**src/rtl/dma_chain_pkg.sv**
```systemverilog
package dma_chain_pkg;
  typedef enum logic [1:0] {
    ST_IDLE  = 2'd0,
    ST_DESC  = 2'd1,
    ST_READ  = 2'd2,
    ST_WRITE = 2'd3
  } eng_state_e;

  localparam logic [3:0] CAUSE_BUS      = 4'd1;
  localparam logic [3:0] CAUSE_ZERO_LEN = 4'd2;

  localparam logic [2:0] RA_CTRL     = 3'd0;
  localparam logic [2:0] RA_STAT     = 3'd1;
  localparam logic [2:0] RA_COUNT    = 3'd2;
  localparam logic [2:0] RA_SRC_STEP = 3'd3;
  localparam logic [2:0] RA_DST_STEP = 3'd4;
  localparam logic [2:0] RA_PTR_LO   = 3'd5;
  localparam logic [2:0] RA_PTR_HI   = 3'd6;
endpackage

```
**src/rtl/dma_chain_engine.sv**
```systemverilog
module dma_chain_engine import dma_chain_pkg::*; #(
  parameter int ADDR_W   = 64,
  parameter int DATA_W   = 64,
  parameter int CNT_W    = 32,
  parameter int STEP_W   = 32,
  parameter int RSV_BITS = 4,
  parameter int REG_W    = 32
) (
  input  logic              clk,
  input  logic              rst,
  input  logic              reg_we,
  input  logic [2:0]        reg_addr,
  input  logic [REG_W-1:0]  reg_wdata,
  output logic              mem_req,
  output logic              mem_we,
  output logic [ADDR_W-1:0] mem_addr,
  output logic [DATA_W-1:0] mem_wdata,
  input  logic              mem_ready,
  input  logic              mem_err,
  input  logic [DATA_W-1:0] mem_rdata,
  output logic              busy,
  output logic [ADDR_W-1:0] chain_ptr,
  output logic              done_xfer,
  output logic              done_chain,
  output logic              fault,
  output logic [3:0]        fault_cause
);
  localparam int BEAT_BYTES = DATA_W / 8;
  localparam int WORD_SH    = $clog2(BEAT_BYTES);

  eng_state_e        state_q;
  logic [1:0]        widx_q;
  logic [ADDR_W-1:0] base_q, chain_q, src_q, dst_q;
  logic [CNT_W-1:0]  cnt_q;
  logic [STEP_W-1:0] sstep_q, dstep_q;
  logic [DATA_W-1:0] hold_q;
  logic              last_q;

  logic              idle, accept, start, len_zero;
  logic [ADDR_W-1:0] start_ptr, link_word;
  logic [CNT_W-1:0]  len_word;

  assign idle      = (state_q == ST_IDLE);
  assign accept    = mem_req && mem_ready;
  assign start_ptr = {chain_q[ADDR_W-1:REG_W], reg_wdata};
  assign start     = idle && reg_we && (reg_addr == RA_PTR_LO) && (start_ptr != '0);
  assign link_word = mem_rdata[ADDR_W-1:0];
  // reserved low bits of the count word are forced to zero
  assign len_word  = {mem_rdata[CNT_W-1:RSV_BITS], {RSV_BITS{1'b0}}};
  assign len_zero  = (state_q == ST_DESC) && (widx_q == 2'd3) && (len_word == '0);

  always_comb begin
    mem_req   = !idle;
    mem_we    = (state_q == ST_WRITE);
    mem_wdata = hold_q;
    case (state_q)
      ST_DESC:  mem_addr = base_q + (ADDR_W'(widx_q) << WORD_SH);
      ST_WRITE: mem_addr = dst_q;
      default:  mem_addr = src_q;
    endcase
  end

  assign fault       = accept && (mem_err || len_zero);
  assign fault_cause = mem_err ? CAUSE_BUS : CAUSE_ZERO_LEN;
  assign done_xfer   = accept && !mem_err && (state_q == ST_WRITE) &&
                       (cnt_q == CNT_W'(BEAT_BYTES));
  assign done_chain  = done_xfer && last_q;
  assign busy        = !idle;
  assign chain_ptr   = chain_q;

  always_ff @(posedge clk) begin
    if (rst) begin
      state_q <= ST_IDLE;
      widx_q  <= '0;
      base_q  <= '0;
      chain_q <= '0;
      src_q   <= '0;
      dst_q   <= '0;
      cnt_q   <= '0;
      sstep_q <= '0;
      dstep_q <= '0;
      hold_q  <= '0;
      last_q  <= 1'b0;
    end else begin
      // software access to working registers only while idle
      if (idle && reg_we) begin
        case (reg_addr)
          RA_COUNT:    cnt_q <= CNT_W'(reg_wdata);
          RA_SRC_STEP: sstep_q <= STEP_W'(reg_wdata);
          RA_DST_STEP: dstep_q <= STEP_W'(reg_wdata);
          RA_PTR_LO:   chain_q[REG_W-1:0] <= reg_wdata;
          RA_PTR_HI:   chain_q[ADDR_W-1:REG_W] <= reg_wdata;
          default: ;
        endcase
      end
      if (start) begin
        state_q <= ST_DESC;
        widx_q  <= '0;
        base_q  <= start_ptr;
      end
      if (accept) begin
        if (fault) begin
          state_q <= ST_IDLE;
        end else begin
          case (state_q)
            ST_DESC: begin
              widx_q <= widx_q + 2'd1;
              case (widx_q)
                2'd0: begin
                  last_q <= (link_word == '0);
                  if (link_word != '0) chain_q <= link_word;
                end
                2'd1: src_q <= mem_rdata[ADDR_W-1:0];
                2'd2: dst_q <= mem_rdata[ADDR_W-1:0];
                default: begin
                  cnt_q   <= len_word;
                  state_q <= ST_READ;
                end
              endcase
            end
            ST_READ: begin
              hold_q  <= mem_rdata;
              state_q <= ST_WRITE;
            end
            ST_WRITE: begin
              src_q <= src_q + ADDR_W'(sstep_q);
              dst_q <= dst_q + ADDR_W'(dstep_q);
              cnt_q <= cnt_q - CNT_W'(BEAT_BYTES);
              if (done_xfer) begin
                if (last_q) begin
                  state_q <= ST_IDLE;
                end else begin
                  state_q <= ST_DESC;
                  widx_q  <= '0;
                  base_q  <= chain_q;
                end
              end else begin
                state_q <= ST_READ;
              end
            end
            default: ;
          endcase
        end
      end
    end
  end
endmodule

```
**src/rtl/dma_chain_csr.sv**
```systemverilog
module dma_chain_csr import dma_chain_pkg::*; (
  input  logic       clk,
  input  logic       rst,
  input  logic       reg_we,
  input  logic [2:0] reg_addr,
  input  logic [5:0] wbits,
  input  logic       done_xfer,
  input  logic       done_chain,
  input  logic       fault,
  input  logic [3:0] fault_cause,
  output logic [5:0] status,
  output logic       irq
);
  logic [2:0] ctrl_q;
  logic [3:0] cause_q;
  logic       xfer_q, list_q, irq_q;
  logic       ctrl_wr, stat_wr;

  assign ctrl_wr = reg_we && (reg_addr == RA_CTRL);
  assign stat_wr = reg_we && (reg_addr == RA_STAT);

  always_ff @(posedge clk) begin
    if (rst) begin
      ctrl_q  <= '0;
      cause_q <= '0;
      xfer_q  <= 1'b0;
      list_q  <= 1'b0;
      irq_q   <= 1'b0;
    end else begin
      if (ctrl_wr) ctrl_q <= wbits[2:0];
      // a new event wins over a clear in the same cycle
      if (fault) cause_q <= fault_cause;
      else if (stat_wr && (wbits[3:0] != 4'd0)) cause_q <= '0;
      if (done_xfer) xfer_q <= 1'b1;
      else if (stat_wr && wbits[4]) xfer_q <= 1'b0;
      if (done_chain) list_q <= 1'b1;
      else if (stat_wr && wbits[5]) list_q <= 1'b0;
      irq_q <= (xfer_q & ctrl_q[0]) | (list_q & ctrl_q[1]) |
               ((cause_q != 4'd0) & ctrl_q[2]);
    end
  end

  assign status = {list_q, xfer_q, cause_q};
  assign irq    = irq_q;
endmodule

```
**src/rtl/dma_chain_ch.sv**
```systemverilog
module dma_chain_ch #(
  parameter int ADDR_W   = 64,
  parameter int DATA_W   = 64,
  parameter int CNT_W    = 32,
  parameter int STEP_W   = 32,
  parameter int RSV_BITS = 4,
  localparam int REG_W   = ADDR_W / 2
) (
  input  logic              clk,
  input  logic              rst,
  input  logic              reg_we,
  input  logic [2:0]        reg_addr,
  input  logic [REG_W-1:0]  reg_wdata,
  output logic              mem_req,
  output logic              mem_we,
  output logic [ADDR_W-1:0] mem_addr,
  output logic [DATA_W-1:0] mem_wdata,
  input  logic              mem_ready,
  input  logic              mem_err,
  input  logic [DATA_W-1:0] mem_rdata,
  output logic              busy,
  output logic [5:0]        status,
  output logic [ADDR_W-1:0] chain_ptr,
  output logic              irq
);
  logic       done_xfer, done_chain, fault;
  logic [3:0] fault_cause;

  dma_chain_engine #(
    .ADDR_W(ADDR_W), .DATA_W(DATA_W), .CNT_W(CNT_W),
    .STEP_W(STEP_W), .RSV_BITS(RSV_BITS), .REG_W(REG_W)
  ) u_engine (
    .clk(clk), .rst(rst),
    .reg_we(reg_we), .reg_addr(reg_addr), .reg_wdata(reg_wdata),
    .mem_req(mem_req), .mem_we(mem_we), .mem_addr(mem_addr), .mem_wdata(mem_wdata),
    .mem_ready(mem_ready), .mem_err(mem_err), .mem_rdata(mem_rdata),
    .busy(busy), .chain_ptr(chain_ptr),
    .done_xfer(done_xfer), .done_chain(done_chain),
    .fault(fault), .fault_cause(fault_cause)
  );

  dma_chain_csr u_csr (
    .clk(clk), .rst(rst),
    .reg_we(reg_we), .reg_addr(reg_addr), .wbits(reg_wdata[5:0]),
    .done_xfer(done_xfer), .done_chain(done_chain),
    .fault(fault), .fault_cause(fault_cause),
    .status(status), .irq(irq)
  );
endmodule

```
**config.mk**
```make
export PLATFORM = sky130hd
export DESIGN_NAME = dma_chain_ch
export DESIGN_NICKNAME = d
export VERILOG_FILES = /design/src/rtl/dma_chain_pkg.sv /design/src/rtl/dma_chain_engine.sv /design/src/rtl/dma_chain_csr.sv /design/src/rtl/dma_chain_ch.sv
export SDC_FILE = /design/constraint.sdc
export NUM_CORES = 1
export LEC_CHECK = 0
export ABC_AREA = 1
export BUFFER_PORTS_ARGS = -buffer_cell sky130_fd_sc_hd__buf_4
export CAP_MARGIN = 20
export CELL_PAD_IN_SITES_DETAIL_PLACEMENT = 0
export CELL_PAD_IN_SITES_GLOBAL_PLACEMENT = 1
export CORE_UTILIZATION = 45
export CTS_CLUSTER_DIAMETER = 30
export DETAILED_ROUTE_END_ITERATION = 7
export PLACE_DENSITY_LB_ADDON = 0.1
export SYNTH_ARGS = -nofsm -noshare
export SYNTH_HDL_FRONTEND = slang
export SYNTH_SLANG_ARGS = --single-unit
export TNS_END_PERCENT = 30
```
**constraint.sdc**
```tcl
create_clock -name clk -period 7.31 [get_ports clk]
set_input_delay 0.731 -clock clk [delete_from_list [all_inputs] [get_ports clk]]
set_output_delay 0.731 -clock clk [all_outputs]
set_load 0.1 [all_outputs]
```
==> results.cfg <==
[critical_path]
crit_type = flop to primary output
crit_required_ns = 6.58
path_cells = ha_1 > inv_1 > fa_1 > inv_1 > nand3_1 > nor2_1 > nand2_1 > inv_1 > nor2_1 > o311ai_0 > buf_4
crit_fanout = 6
cpPeakStageDelay_ns = 0.91
crit_family = compound AO/OA/AOI/OAI gates
crit_slowest_cell = o311ai_0
crit_path_start_kind = flop
worst_ep_arrival_time_ns = 4.02
critPathBufInv = 4
cpMostUsedCell = inv_1
end_kind = primary output

[synthesis]
synthArstFlopShare_pct = 0
synth_cell_types = 50
netlist_instances = 5095
synthTopCellsByArea = dfxtp_1 (29%), nand2_1 (18%), nor2_1 (10%)
synth_area_per_cell_um2 = 5.84
synth_area_leader_cell = dfxtp_1
syn_area_mm2 = 0.0298
synth_top_area_share_pct = 28.8
synth_flop_cell = dfxtp_1
ys_seq_area_share_pct = 28.8
ys_warn_count = 0
synth-seq-cells = 429
synth_edf_count = 0

[clocking]
cts_setup_buffers = 0
clk_latency_ns = 0.69
cts.clk_slew.worst_paths_ns = 0.05
cts_buffers = 109
cts_hold_buf = 0
cts_max_level = 3
cts_resized = 0
cts_root_buf = clkbuf_16
cts_num_sinks = 429
clock_tree.buffer_depth = 3
cts_tree = done

[global_route]
grt_use_total_pct = 43.0
antenna_found_initial = 8
grt_max_degree = 156
overflow = 0
grt_pass1_wl_mm = 214
grt_pass1_vias = 32900

[route]
vias_per_cell = 5.76
drt-pass1-iter-count = 8
drt_iter0_markers = 4554
antenna_left = 0
vias = 36100
wl_per_cell_um = 23.6
totalWireLength_mm = 148
drc_errors = 0

[timing]
whs_ns = 0.297
rsz0062_at_grt = false
hold_viol = 0
period_needed_ns = 4.75
slew_violations = 0
slew_headroom_pct = 20.5
setup_viol = 0
setup_tns_ns = 0
fin_crit_sh_pct = 65.0
fin_skew_ns = 0.0466
max_freq_mhz = 210
worst_pin_slew_ns = 1.18

[place]
gp_congestion = 1.07
post-dp-hpwl_mm = 114
post_dp_cell_area_mm2 = 0.0324
io_buffers = 303

[pwr]
p_int_mw = 6.25
combPwrFrac_pct = 8.7
p_per_area_mw_per_mm2 = 233
max-vdd-ir-drop_v = 0.000227
p_leak_nw = 17.3
switching_share_pct = 26.4
p_seq_share_pct = 28.9
netSwitchingPower_mw = 2.24
p_clk_share_pct = 62.3

[run]
drv_cap = 0

[die]
die_height_um = 259
die_width_um = 259
io_pins = 306
start_util_pct = 45.9
row_count = 93
coreArea_mm2 = 0.0649
dieArea_mm2 = 0.0672

[finish]
design_area_mm2 = 0.0364
nets = 5505
fin_util_pct = 56.1
final_layout_size_suffix_gt1_share_pct = 10.8
syn_to_final_growth_pct = 22.4

[status]
outcome = finished clean

[hold_path]
hp-class = input port to flop
stage by stage:
stage | instances | total power, mW | worst slack (ns)
5_1_grt | 6268 | 8.65 | 2.36
3_3_place_gp | 6070 | 3.20 | 3.41
4_1_cts | 6268 | 8.45 | 2.64
3_5_place_dp | 6070 | 3.20 | 3.37
2_1_floorplan | 5096 | 2.92 | 1.50
6_report | 6271 | 8.48 | 2.56
path summary, 6_finish.rpt:
path,endpoint,slack [ns],start,depth (start not counted)
setup / recovery,mem_addr[27],2.56,u_engine.widx_q[0]$_SDFF_PP0_,11
hold / removal,u_engine.chain_ptr[6]$_SDFF_PP0_,0.30,mem_rdata[6],3
setup reg to reg,u_engine.cnt_q[13]$_SDFF_PP0_,3.44,u_engine.state_q[1]$_SDFF_PP0_,8
hold reg to reg,u_engine.mem_wdata[37]$_SDFFE_PP0P_,0.46,u_engine.mem_wdata[37]$_SDFFE_PP0P_,2
layout make-up:
cell class | instances | area (um2)
inverters | 608 | 2290
fillers | 6774 | 28500
clock buffers | 137 | 3010
diodes | 3 | 7.51
well taps | 855 | 1070
repair buffers | 328 | 2470
clock inverters | 61 | 1050
multi-input cells | 3850 | 17900
flip-flops and latches | 429 | 8590
tightest hold or removal path: stages:
cell and delay (ns):
buf_4 0.10, nor2_1 0.04, nor2_1 0.08
cell families (layout without fill, tap and decap cells):
logic type / Yosys count / in the layout / synth area share (%)
buffers and inverters: 817 / 1134 / 11.0
xor gates and xnor gates: 46 / 46 / 1.35
adders and majority gates: 75 / 75 / 3.23
other: 1 / 5 / 0.0126
and+or+nand+nor: 2799 / 2799 / 39.0
DFF: 429 / 429 / 28.8
AOI/OAI and AO/OA: 928 / 928 / 16.6
flip-flops by register name, indices dropped and copies added, names as in the netlist:
register            flops
u_engine.base_q        64
u_engine.chain_ptr     64
u_engine.dst_q         64
u_engine.mem_wdata     64
u_engine.src_q         64
u_engine.cnt_q         32
u_engine.dstep_q       32
u_engine.sstep_q       32
u_csr.ctrl_q            3
u_csr.cause_q           2
u_engine.state_q        2
u_engine.widx_q         2
u_csr.irq               1
u_csr.list_q            1
u_csr.xfer_q            1
u_engine.last_q         1
per-layer routing:
metal	track usage, %	share of wire, %	vias up	routed length, um
met5	0	0.036	-	53
li1	-	-	16900	-
met1	58.0	41	16700	61300
met2	63.4	42	2099	61700
met3	11.0	12	376	17100
met4	21.4	5.4	8	8010
cell usage in the layout (no fill, tap or decap), types with 77 or more instances in the layout:
cell       count
buf_4        327
o21ai_0      278
nand4_1       86
a21oi_1      482
nand3_1      289
inv_1        596
nand2_1     1429
dfxtp_1      429
clkbuf_16    110
nor3_1        77
nor2_1       803
synth_stat cells (3+ instances only):
master and count:
inv_1 596, o311ai_0 4, o21ai_1 51, nor2_1 803
nor4_1 19, nand4_1 86, dfxtp_1 429, nor3_1 77
clkbuf_1 115, xor2_1 29, a21oi_1 482, nand3b_1 31
nand2_2 5, o211ai_1 36, fa_1 3, buf_4 25
ha_1 72, or2_2 33, o22ai_1 21, nor2_4 5
xnor2_1 17, nand2_1 1432, o21bai_1 17, a211oi_1 15
o221ai_1 15, inv_2 10, buf_1 19, buf_2 44
and2_1 7, nand3_1 289, o21ai_0 278, buf_6 6
power groups by stage:
stage | sequential (mW) | clock, mW | combinational (mW)
3_3_place_gp | 2.49 | 0 | 0.711
4_1_cts | 2.45 | 5.29 | 0.715
2_1_floorplan | 2.59 | 0 | 0.326
5_1_grt | 2.45 | 5.42 | 0.773
6_report | 2.45 | 5.29 | 0.740
3_5_place_dp | 2.49 | 0 | 0.711
(Power assumes the default switching activity.)
